===== src/rtl/canmode_pkg.sv =====
package canmode_pkg;
  localparam int DATA_W = 8;
  localparam int B_RST  = 0;
  localparam int B_LSN  = 1;
  localparam int B_STST = 2;
  localparam int B_SLP  = 4;
  localparam int B_POL  = 5;
  localparam int B_TST  = 7;

  typedef struct packed {
    logic tst;
    logic pol;
    logic stst;
    logic lsn;
    logic rst;
  } mode_t;
endpackage


===== src/rtl/canmode_reg.sv =====
module canmode_reg
  import canmode_pkg::*;
(
  input  logic              clk,
  input  logic              rst,
  input  logic              wr_en,
  input  logic              rd_sel,
  input  logic [DATA_W-1:0] wdata,
  input  logic              sleep_bit,
  output mode_t             mode,
  output logic [DATA_W-1:0] rdata,
  output logic              abort
);
  logic [DATA_W-1:0] view;

  always_comb begin
    view         = '0;
    view[B_RST]  = mode.rst;
    view[B_LSN]  = mode.lsn;
    view[B_STST] = mode.stst;
    view[B_SLP]  = sleep_bit;
    view[B_POL]  = mode.pol;
    view[B_TST]  = mode.tst;
  end

  always_ff @(posedge clk) begin
    if (rst) begin
      mode  <= '{tst: 1'b0, pol: 1'b0, stst: 1'b0, lsn: 1'b0, rst: 1'b1};
      rdata <= '0;
      abort <= 1'b0;
    end else begin
      rdata <= rd_sel ? view : '0;
      abort <= wr_en && wdata[B_RST] && !mode.rst;
      if (wr_en) begin
        mode.rst <= wdata[B_RST];
        if (mode.rst) begin
          mode.lsn  <= wdata[B_LSN];
          mode.stst <= wdata[B_STST];
          mode.pol  <= wdata[B_POL];
          mode.tst  <= wdata[B_TST];
        end
      end
    end
  end

  p_locked_r2: assert property (@(posedge clk) disable iff (rst)
    (wr_en && !mode.rst) |=> (mode.lsn == $past(mode.lsn) && mode.tst == $past(mode.tst)
                              && mode.pol == $past(mode.pol) && mode.stst == $past(mode.stst)));

  p_resv_r1: assert property (@(posedge clk) disable iff (rst)
    (wr_en && rd_sel && (wdata[3] || wdata[6])) |=> ##1 (rdata[3] == 1'b0 && rdata[6] == 1'b0));

  p_abort_r4: assert property (@(posedge clk) disable iff (rst)
    abort |-> (mode.rst && !$past(mode.rst)));
endmodule


===== src/rtl/canmode_busfree.sv =====
module canmode_busfree #(
  parameter int BF_BITS = 11
) (
  input  logic clk,
  input  logic rst,
  input  logic restart,
  input  logic bit_stb,
  input  logic dom,
  output logic bus_free
);
  localparam int CW = $clog2(BF_BITS + 1);
  localparam logic [CW-1:0] LIMIT = CW'(BF_BITS);

  logic [CW-1:0] cnt;

  always_ff @(posedge clk) begin
    if (rst || restart) begin
      cnt <= '0;
    end else if (bit_stb) begin
      if (dom)              cnt <= '0;
      else if (cnt != LIMIT) cnt <= cnt + 1'b1;
    end
  end

  assign bus_free = (cnt == LIMIT);

  p_cnt_max_r8: assert property (@(posedge clk) disable iff (rst) cnt <= LIMIT);

  p_dom_clear_r8: assert property (@(posedge clk) disable iff (rst)
    (bit_stb && dom) |=> !bus_free);
endmodule


===== src/rtl/canmode_sleep.sv =====
module canmode_sleep (
  input  logic clk,
  input  logic rst,
  input  logic wr_en,
  input  logic wr_sleep,
  input  logic rm,
  input  logic bus_act,
  input  logic irq_pend,
  input  logic bus_free,
  output logic sleep_bit,
  output logic wake_irq,
  output logic restart,
  output logic rx_block
);
  logic bf_seen;
  logic may_sleep;
  logic wake_cpu;
  logic refused;

  assign may_sleep = !rm && bf_seen;
  assign restart   = sleep_bit && bus_act;
  assign wake_cpu  = wr_en && sleep_bit && !wr_sleep;
  assign refused   = wr_en && !sleep_bit && wr_sleep && may_sleep && (bus_act || irq_pend);

  always_ff @(posedge clk) begin
    if (rst) begin
      sleep_bit <= 1'b0;
      wake_irq  <= 1'b0;
      rx_block  <= 1'b0;
      bf_seen   <= 1'b0;
    end else begin
      wake_irq <= restart || wake_cpu || refused;
      if (restart)
        sleep_bit <= 1'b0;
      else if (wr_en) begin
        if (sleep_bit) sleep_bit <= wr_sleep;
        else           sleep_bit <= wr_sleep && may_sleep && !bus_act && !irq_pend;
      end
      if (restart)       rx_block <= 1'b1;
      else if (bus_free) rx_block <= 1'b0;
      if (rm)            bf_seen <= 1'b0;
      else if (bus_free) bf_seen <= 1'b1;
    end
  end

  p_sleep_idle_r5: assert property (@(posedge clk) disable iff (rst)
    $rose(sleep_bit) |-> ($past(!bus_act) && $past(!irq_pend) && $past(!rm)));

  p_wake_irq_r6: assert property (@(posedge clk) disable iff (rst)
    $fell(sleep_bit) |-> wake_irq);

  p_block_cause_r7: assert property (@(posedge clk) disable iff (rst)
    $rose(rx_block) |-> $past(bus_act));
endmodule


===== src/rtl/canmode_pins.sv =====
module canmode_pins (
  input  logic clk,
  input  logic rst,
  input  logic pol,
  input  logic tst,
  input  logic quiet,
  input  logic rx_pin,
  input  logic tx_bit_dom,
  output logic rx_dom,
  output logic tx_pin
);
  always_ff @(posedge clk) begin
    if (rst) begin
      rx_dom <= 1'b0;
      tx_pin <= 1'b1;
    end else begin
      rx_dom <= pol ? rx_pin : !rx_pin;
      if (tst)        tx_pin <= rx_pin;
      else if (quiet) tx_pin <= 1'b1;
      else            tx_pin <= !tx_bit_dom;
    end
  end

  p_test_loop_r11: assert property (@(posedge clk) disable iff (rst)
    tst |=> (tx_pin == $past(rx_pin)));

  p_quiet_r11: assert property (@(posedge clk) disable iff (rst)
    (quiet && !tst) |=> tx_pin);
endmodule


===== src/rtl/canmode_ctl.sv =====
module canmode_ctl
  import canmode_pkg::*;
#(
  parameter int ADDR_W  = 4,
  parameter int BF_BITS = 11
) (
  input  logic              clk,
  input  logic              rst,
  input  logic              cpu_we,
  input  logic [ADDR_W-1:0] cpu_addr,
  input  logic [DATA_W-1:0] cpu_wdata,
  output logic [DATA_W-1:0] cpu_rdata,
  input  logic              bit_stb,
  input  logic              bus_act,
  input  logic              irq_pend,
  input  logic              tx_bit_dom,
  input  logic              rx_pin,
  output logic              tx_pin,
  output logic              rx_dom,
  output logic              mode_reset,
  output logic              mode_listen,
  output logic              mode_selftest,
  output logic              mode_test,
  output logic              abort,
  output logic              sleeping,
  output logic              wake_irq,
  output logic              rx_enable,
  output logic              bus_free
);
  mode_t mode;
  logic  sel;
  logic  wr_en;
  logic  restart;
  logic  rx_block;

  assign sel   = (cpu_addr == '0);
  assign wr_en = cpu_we && sel;

  canmode_reg u_reg (
    .clk(clk), .rst(rst), .wr_en(wr_en), .rd_sel(sel), .wdata(cpu_wdata),
    .sleep_bit(sleeping), .mode(mode), .rdata(cpu_rdata), .abort(abort)
  );

  canmode_sleep u_sleep (
    .clk(clk), .rst(rst), .wr_en(wr_en), .wr_sleep(cpu_wdata[B_SLP]),
    .rm(mode.rst), .bus_act(bus_act), .irq_pend(irq_pend), .bus_free(bus_free),
    .sleep_bit(sleeping), .wake_irq(wake_irq), .restart(restart), .rx_block(rx_block)
  );

  canmode_busfree #(.BF_BITS(BF_BITS)) u_bf (
    .clk(clk), .rst(rst), .restart(restart), .bit_stb(bit_stb),
    .dom(rx_dom), .bus_free(bus_free)
  );

  canmode_pins u_pins (
    .clk(clk), .rst(rst), .pol(mode.pol), .tst(mode.tst),
    .quiet(mode.lsn || mode.rst), .rx_pin(rx_pin), .tx_bit_dom(tx_bit_dom),
    .rx_dom(rx_dom), .tx_pin(tx_pin)
  );

  assign mode_reset    = mode.rst;
  assign mode_listen   = mode.lsn;
  assign mode_selftest = mode.stst;
  assign mode_test     = mode.tst;
  assign rx_enable     = !rx_block && !mode.rst && !sleeping;

  p_rxen_r7: assert property (@(posedge clk) disable iff (rst)
    (sleeping && bus_act) |=> !rx_enable);
endmodule


===== config.mk =====
export PLATFORM = sky130hd
export DESIGN_NAME = canmode_ctl
export DESIGN_NICKNAME = d
export VERILOG_FILES = /design/src/rtl/canmode_pkg.sv /design/src/rtl/canmode_reg.sv /design/src/rtl/canmode_busfree.sv /design/src/rtl/canmode_sleep.sv /design/src/rtl/canmode_pins.sv /design/src/rtl/canmode_ctl.sv
export SDC_FILE = /design/constraint.sdc
export NUM_CORES = 1
export LEC_CHECK = 0
export BUFFER_PORTS_ARGS = -buffer_cell sky130_fd_sc_hd__buf_4
export CELL_PAD_IN_SITES_DETAIL_PLACEMENT = 1
export CELL_PAD_IN_SITES_GLOBAL_PLACEMENT = 1
export CORE_ASPECT_RATIO = 2
export CORE_MARGIN = 2
export CORE_UTILIZATION = 34
export CTS_CLUSTER_DIAMETER = 50
export DETAILED_ROUTE_END_ITERATION = 8
export PLACE_DENSITY_LB_ADDON = 0.25
export SYNTH_ARGS = -nofsm -noshare
export SYNTH_HDL_FRONTEND = slang
export SYNTH_SLANG_ARGS = --single-unit

===== constraint.sdc =====
create_clock -name clk -period 1.4 [get_ports clk]
set_input_delay 0.21 -clock clk [delete_from_list [all_inputs] [get_ports clk]]
set_output_delay 0.21 -clock clk [all_outputs]
set_load 0.005 [all_outputs]

==> results of run 1 <==
how the worst max path moves through the flow:
stage | startpoint | to | slack, ns | cells past startpoint
finish | u_bf.cnt[0] | bus_free | 0.07 | 4
global route | u_bf.cnt[0] | bus_free | 0.007 | 4
CTS | u_bf.cnt[0] | bus_free | 0.0008 | 4
detailed placement | u_bf.cnt[0] | u_bf.cnt[1] | 0.06 | 4
global placement | u_bf.cnt[0] | bus_free | 0.11 | 4
floorplan | cpu_addr[1] | u_reg.mode[1] | 0.31 | 4
routing by layer:
layer  global-route usage  vias to the layer above  wire length, um
met5                    0                        -                0
met4               0.0677                        0               40
met3               0.0282                        4              103
met2                0.292                       22             1360
met1                0.192                      380              834
li1                     -                      411                -
state kept, by name, summed over array words and instances (netlist names):
signal,cells
u_sleep.sleep_bit,1
u_reg.rdata,6
u_sleep.rx_block,1
u_bf.cnt,4
u_sleep.bf_seen,1
u_reg.mode,5
u_sleep.wake_irq,1
u_reg.abort,1
u_pins.rx_dom,1
u_pins.tx_pin,1
synth_stat cells, drive strengths merged:
| cell | number |
|---|---|
| a31oi | 1 |
| conb | 1 |
| nor2 | 4 |
| o22ai | 1 |
| o21bai | 1 |
| o21ai | 5 |
| buf | 4 |
| nor2b | 3 |
| inv | 2 |
| nand4b | 1 |
| nor3b | 1 |
| and4 | 1 |
| and2 | 6 |
| or4 | 1 |
| dfxtp | 22 |
| a311o | 1 |
| or2 | 1 |
| mux2i | 4 |
| nor4b | 1 |
| a21boi | 1 |
| nor4 | 1 |
| nor3 | 1 |
| nand4 | 3 |
| nor4bb | 1 |
| xor2 | 1 |
| o21a | 2 |
| nand2b | 10 |
| nand3b | 3 |
| nand2 | 5 |
| and3 | 1 |
| a21oi | 6 |
| ha | 1 |
report_power, final:
group	leakage, nW	internal (mW)	switching, mW
clock network	0.0216	0.192	0.191
registers	0.179	0.634	0.0129
logic	0.341	0.0635	0.0481
cells by family after synthesis:
| kind of cell | after synthesis | share of synthesized area |
|---|---|---|
| DFF | 22 | 0.465 |
| and+or+nand+nor | 44 | 0.312 |
| xor gates and xnor gates | 1 | 0.00925 |
| other | 1 | 0.00396 |
| muxes | 4 | 0.0423 |
| adders and majority gates | 1 | 0.0132 |
| buffers and inverters | 6 | 0.0409 |
| AOI/OAI and AO/OA | 18 | 0.114 |
repair_timing:
action | 4_1_cts | 5_1_grt
setup endpoints to repair | 1 | 1
hold endpoints to repair | 0 | 0
gates resized for setup | 4 | 1
setup buffers | 2 | 0
pin swaps | 1 | 0
area by class of cell:
class / count / area, um^2
Fill cell: 330 / 1410
Multi-Input combinational cell: 70 / 484
Sequential cell: 22 / 445
Timing Repair Buffer: 37 / 278
Clock buffer: 3 / 41.3
Tap cell: 29 / 36.3
Inverter: 2 / 7.51
worst max-delay path: stages (launching register included):
cell	delay, ns
dfxtp_4	0.37
ha_4	0.17
nand3b_1	0.12
inv_1	0.07
buf_4	0.13
metrics by stage:
stage	cells	utilization	setup WS, ns
global placement	158	0.451	0.108
finish	163	0.478	0.0662
floorplan	98	-	0.314
detailed placement	158	0.451	0.0615
CTS	163	0.475	0.000817
global route	163	0.478	0.00682
==> results.md, run 1 <==
* Final period util at 0.953
* CP Class: reg -> out
* CP Data Required Time at 1.19 ns
* Post-Syn Area at 947 um^2
* Global Route Usage Sum at 0.171
* Share of layout cells above drive strength 1 at 0.351
* CP startpoint kind: flip-flop
* Post-DP HPWL at 1820 um
* Die ar. at 0.00325 mm^2
* First-pass DRT Iterations at 3
* Gate Count Post-Synth at 97
* Port buffer count at 34
* Chip width at 41.3 um
* Setup violators final at 0
* Dominant cells by area after synthesis: dfxtp_1 46%, nand2b_1 6.6%, mux2i_1 4.2%
* Initial Util at 0.350
* Register area share after synthesis at 0.465
* P_leak at 0.542 nW
* Peak Freq at 750 MHz
* Row cnt at 27
* Total of flip-flops plus latches after synthesis at 22
* Htree depth at 1
* DIE HEIGHT at 78.6 um
* Synth top area share at 0.465
* WP data arrival at 1.12 ns
* First-pass GRT wire length at 3930 um
* Post-CTS Hold Fix Bufs at 0
* Syn-to-layout area delta at 36.5%
* Hold Path Origin: cpu_wdata[0]
* CTS root buf: clkbuf_8
* WL final at 2340 um
* Min Hold Slack at 0.196 ns
* Total power at 1.14 mW
* Most common cell after layout, fill and taps aside: buf_4
* DRC Markers at 0
* Maximum clock path buffer count at 2
* Initial antenna violation count at 0
* DR WL/cell at 14.4 um
* R2R Setup Slk at 0.17 ns
* Grt total ovfl at 0
* Clock slew at reported path FFs at 0.07 ns
* Detail Route Antenna Nets at 0
* Hold path endpoint: u_reg.mode[0]
* MaxCap Viol Count at 0
* Area after DPL at 0.00122 mm^2
* Ports at 39
* CTS Buf Count at 3
* # nets final at 157
* Crit end category: primary output
* RR Startpoint: u_bf.cnt[0]
* Reg2Reg Depth at 5
* CTS sink count at 22
* PwrDens at 883 mW/mm^2
* Fin. max-slew vios at 0
* Finished Cell Area at 0.00129 mm^2
* Status: finished, final reports clean
* R2R Path End: u_bf.cnt[1]
* Yosys cell types at 36
* Worst clock skew at 0.000669 ns
* GPL Wtd Cong at 0.694
* Critical Path Fanout Max at 5
* Min-delay worst type: in -> reg
* Iteration-0 DRC Markers at 5
* RSZ-0062 raised after global routing: false
* Hold Fails Final Rpt at 0
* Vias in the first global route at 852
* Most frequent cells in the layout: 37 x buf_4, 20 x dfxtp_1, 10 x nand2b_1
* # diodes at 0
* Mapped Avg Cell Area at 9.76 um^2
* Core area at 0.00270 mm^2
* Hold Path Stages at 2
* Largest net degree at the start of global routing at 19
* Final setup TNS at 0 ns
* Min cycle time layout at 1.33 ns
* Vias per inst at 5.01
* Yosys top cell by area: dfxtp_1
* Worst VDD drop at 0.731 mV
* Clock latency on the worst-skew pair at 0.26 ns
* TritonCTS clock tree: yes
* Ys Warns at 0
* Via Count at 817
Power figures use the tool's default switching activity.
==> inputs of run 2 (changes only) <==
CORE_MARGIN = unset   (was 2)
==> results.md, run 2 (synthesis gave the netlist of run 1 again) <==
* Crit. Startpoint: u_bf.cnt[1]
* First-pass GRT wire length at 4050 um (+3.2%)
* Setup WS pre-CTS at 0.0737 ns (+0.0121 ns)
* GPL Wtd Cong at 0.650 (-6.4%)
* # nets final at 158 (+0.64%)
* Ports at 39 (unchanged)
* Die ar. at 0.00301 mm^2 (-7.3%)
* Hold Path Origin: cpu_wdata[0]
* CP Class: reg -> out
* Worst VDD drop at 0.696 mV (-4.8%)
* CTS Buf Count at 3 (unchanged)
* Syn-to-layout area delta at 38.3%
* First-pass DRT Iterations at 2 (-1)
* Global Route Usage Sum at 0.188 (+0.0171)
* P_leak at 0.554 nW (+2.2%)
* Most frequent cells in the layout: 38 x buf_4, 20 x dfxtp_1, 10 x nand2b_1
* Initial Util at 0.364 (+0.0135)
* Largest register FFs at 6 (unchanged)
* DIE HEIGHT at 76.6 um (-2.5%)
* Total power at 1.23 mW (+7.5%)
* Initial antenna violation count at 0 (unchanged)
* TritonCTS clock tree: yes
* CTS root buf: clkbuf_8
* Post-CTS Hold Fix Bufs at 0 (unchanged)
* Clock latency on the worst-skew pair at 0.26 ns (about the same)
* Htree depth at 1 (unchanged)
* Fin. max-slew vios at 0 (unchanged)
* Post-DP HPWL at 1830 um (+0.58%)
* Critical Path Fanout Max at 4 (-1)
* Detail Route Antenna Nets at 0 (unchanged)
* Maximum clock path buffer count at 2 (unchanged)
* Final setup TNS at 0 ns (unchanged)
* RR Startpoint: u_bf.cnt[1]
* Vias per inst at 5.18 (+3.3%)
* Final period util at 0.956 (+0.00308)
* WL final at 2490 um (+6.5%)
* PwrDens at 937 mW/mm^2 (+6.1%)
* CTS sink count at 22 (unchanged)
* Port buffer count at 34 (unchanged)
* Peak Freq at 747 MHz (-0.32%)
* WP data arrival at 1.13 ns (about the same)
* Min-delay worst type: in -> reg
* DR WL/cell at 15.2 um (+5.8%)
* Crit end category: primary output
* Share of layout cells above drive strength 1 at 0.360 (+0.00955)
* Worst clock skew at 0.00317 ns (+0.00250 ns)
* CP Data Required Time at 1.19 ns (about the same)
* Post-layout util at 0.503 (+0.0251)
* Clock slew at reported path FFs at 0.08 ns (about the same)
* Setup violators final at 0 (unchanged)
* CP startpoint kind: flip-flop
* Hold Fails Final Rpt at 0 (unchanged)
* Min cycle time layout at 1.34 ns (+0.00431 ns)
* Status: finished, final reports clean
* MaxCap Viol Count at 0 (unchanged)
* Placed cell count at 157 (-0.63%)
* Most common cell after layout, fill and taps aside: buf_4
* Core area at 0.00260 mm^2 (-3.7%)
* Vias in the first global route at 933 (+9.5%)
* Layout Cells excl Fill at 164 (+0.61%)
* Chip width at 39.3 um (-4.8%)
* # diodes at 0 (unchanged)
* DRC Markers at 0 (unchanged)
* Grt total ovfl at 0 (unchanged)
* Most flops, register: u_reg.rdata
* Largest registers: u_reg.rdata x6, u_reg.mode x5, u_bf.cnt x4
* Largest net degree at the start of global routing at 19 (unchanged)
* Row cnt at 26 (-3.7%)
* Final setup margin at 0.0619 ns (-0.00431 ns)
* Via Count at 849 (+3.9%)
* Iteration-0 DRC Markers at 9 (+4)
## run 2: cell types whose count changed in the layout (fill, tap and decap cells not counted), sizes merged
cell and change:
buf +1, clkbuf +1
## run 2: layout make-up
class / count / area (um^2)
timing repair buffer: 38 / 285
clock buffer: 4 / 55.1
fill: 308 / 1290
tap: 28 / 35.0
multi-input combinational: 70 / 484
inverter: 2 / 7.51
sequential: 22 / 443
## run 2: per-layer routing
layer | GRT usage | part of all wire | routed length (um) | vias to the layer above
li1 | - | - | - | 411
met1 | 0.189 | 0.36 | 898 | 409
met2 | 0.343 | 0.58 | 1450 | 25
met3 | 0.0175 | 0.036 | 90 | 4
met4 | 0.0931 | 0.019 | 48 | 0
met5 | 0 | 0 | 0 | -
## run 2: what timing repair did
| action | 4_1_cts | 5_1_grt |
|---|---|---|
| pin swaps | 1 | 0 |
| resized for setup | 2 | 2 |
| endpoints found under the setup margin | 1 | 1 |
| setup buffers | 2 | 1 |
## run 2: stage by stage
stage | area [um^2] | hold slack, ns
floorplan | 951 | 0.351
global placement | 1220 | 0.446
detailed placement | 1220 | 0.460
CTS | 1290 | 0.189
global route | 1310 | 0.190
finish | 1310 | 0.191
## run 2: path summary, 6_finish.rpt
| check | end | slack [ns] | cells past startpoint |
|---|---|---|---|
| setup / recovery | bus_free | 0.06 | 4 |
| hold / removal | u_reg.mode[0] | 0.19 | 2 |
| setup reg to reg | u_bf.cnt[0] | 0.16 | 5 |
| hold reg to reg | u_sleep.bf_seen | 0.47 | 1 |
## run 2: worst max-delay path: stages, from the launching register on
cell,delay [ns]
dfxtp_2,0.39
ha_4,0.15
nand3b_1,0.12
inv_1,0.10
buf_4,0.11
## run 2: where the power goes
part / switching [mW] / total, mW / internal, mW
Clock: 0.209 / 0.460 / 0.251
Combinational: 0.0526 / 0.121 / 0.0683
Sequential: 0.0115 / 0.646 / 0.635
Total: 0.274 / 1.23 / 0.954
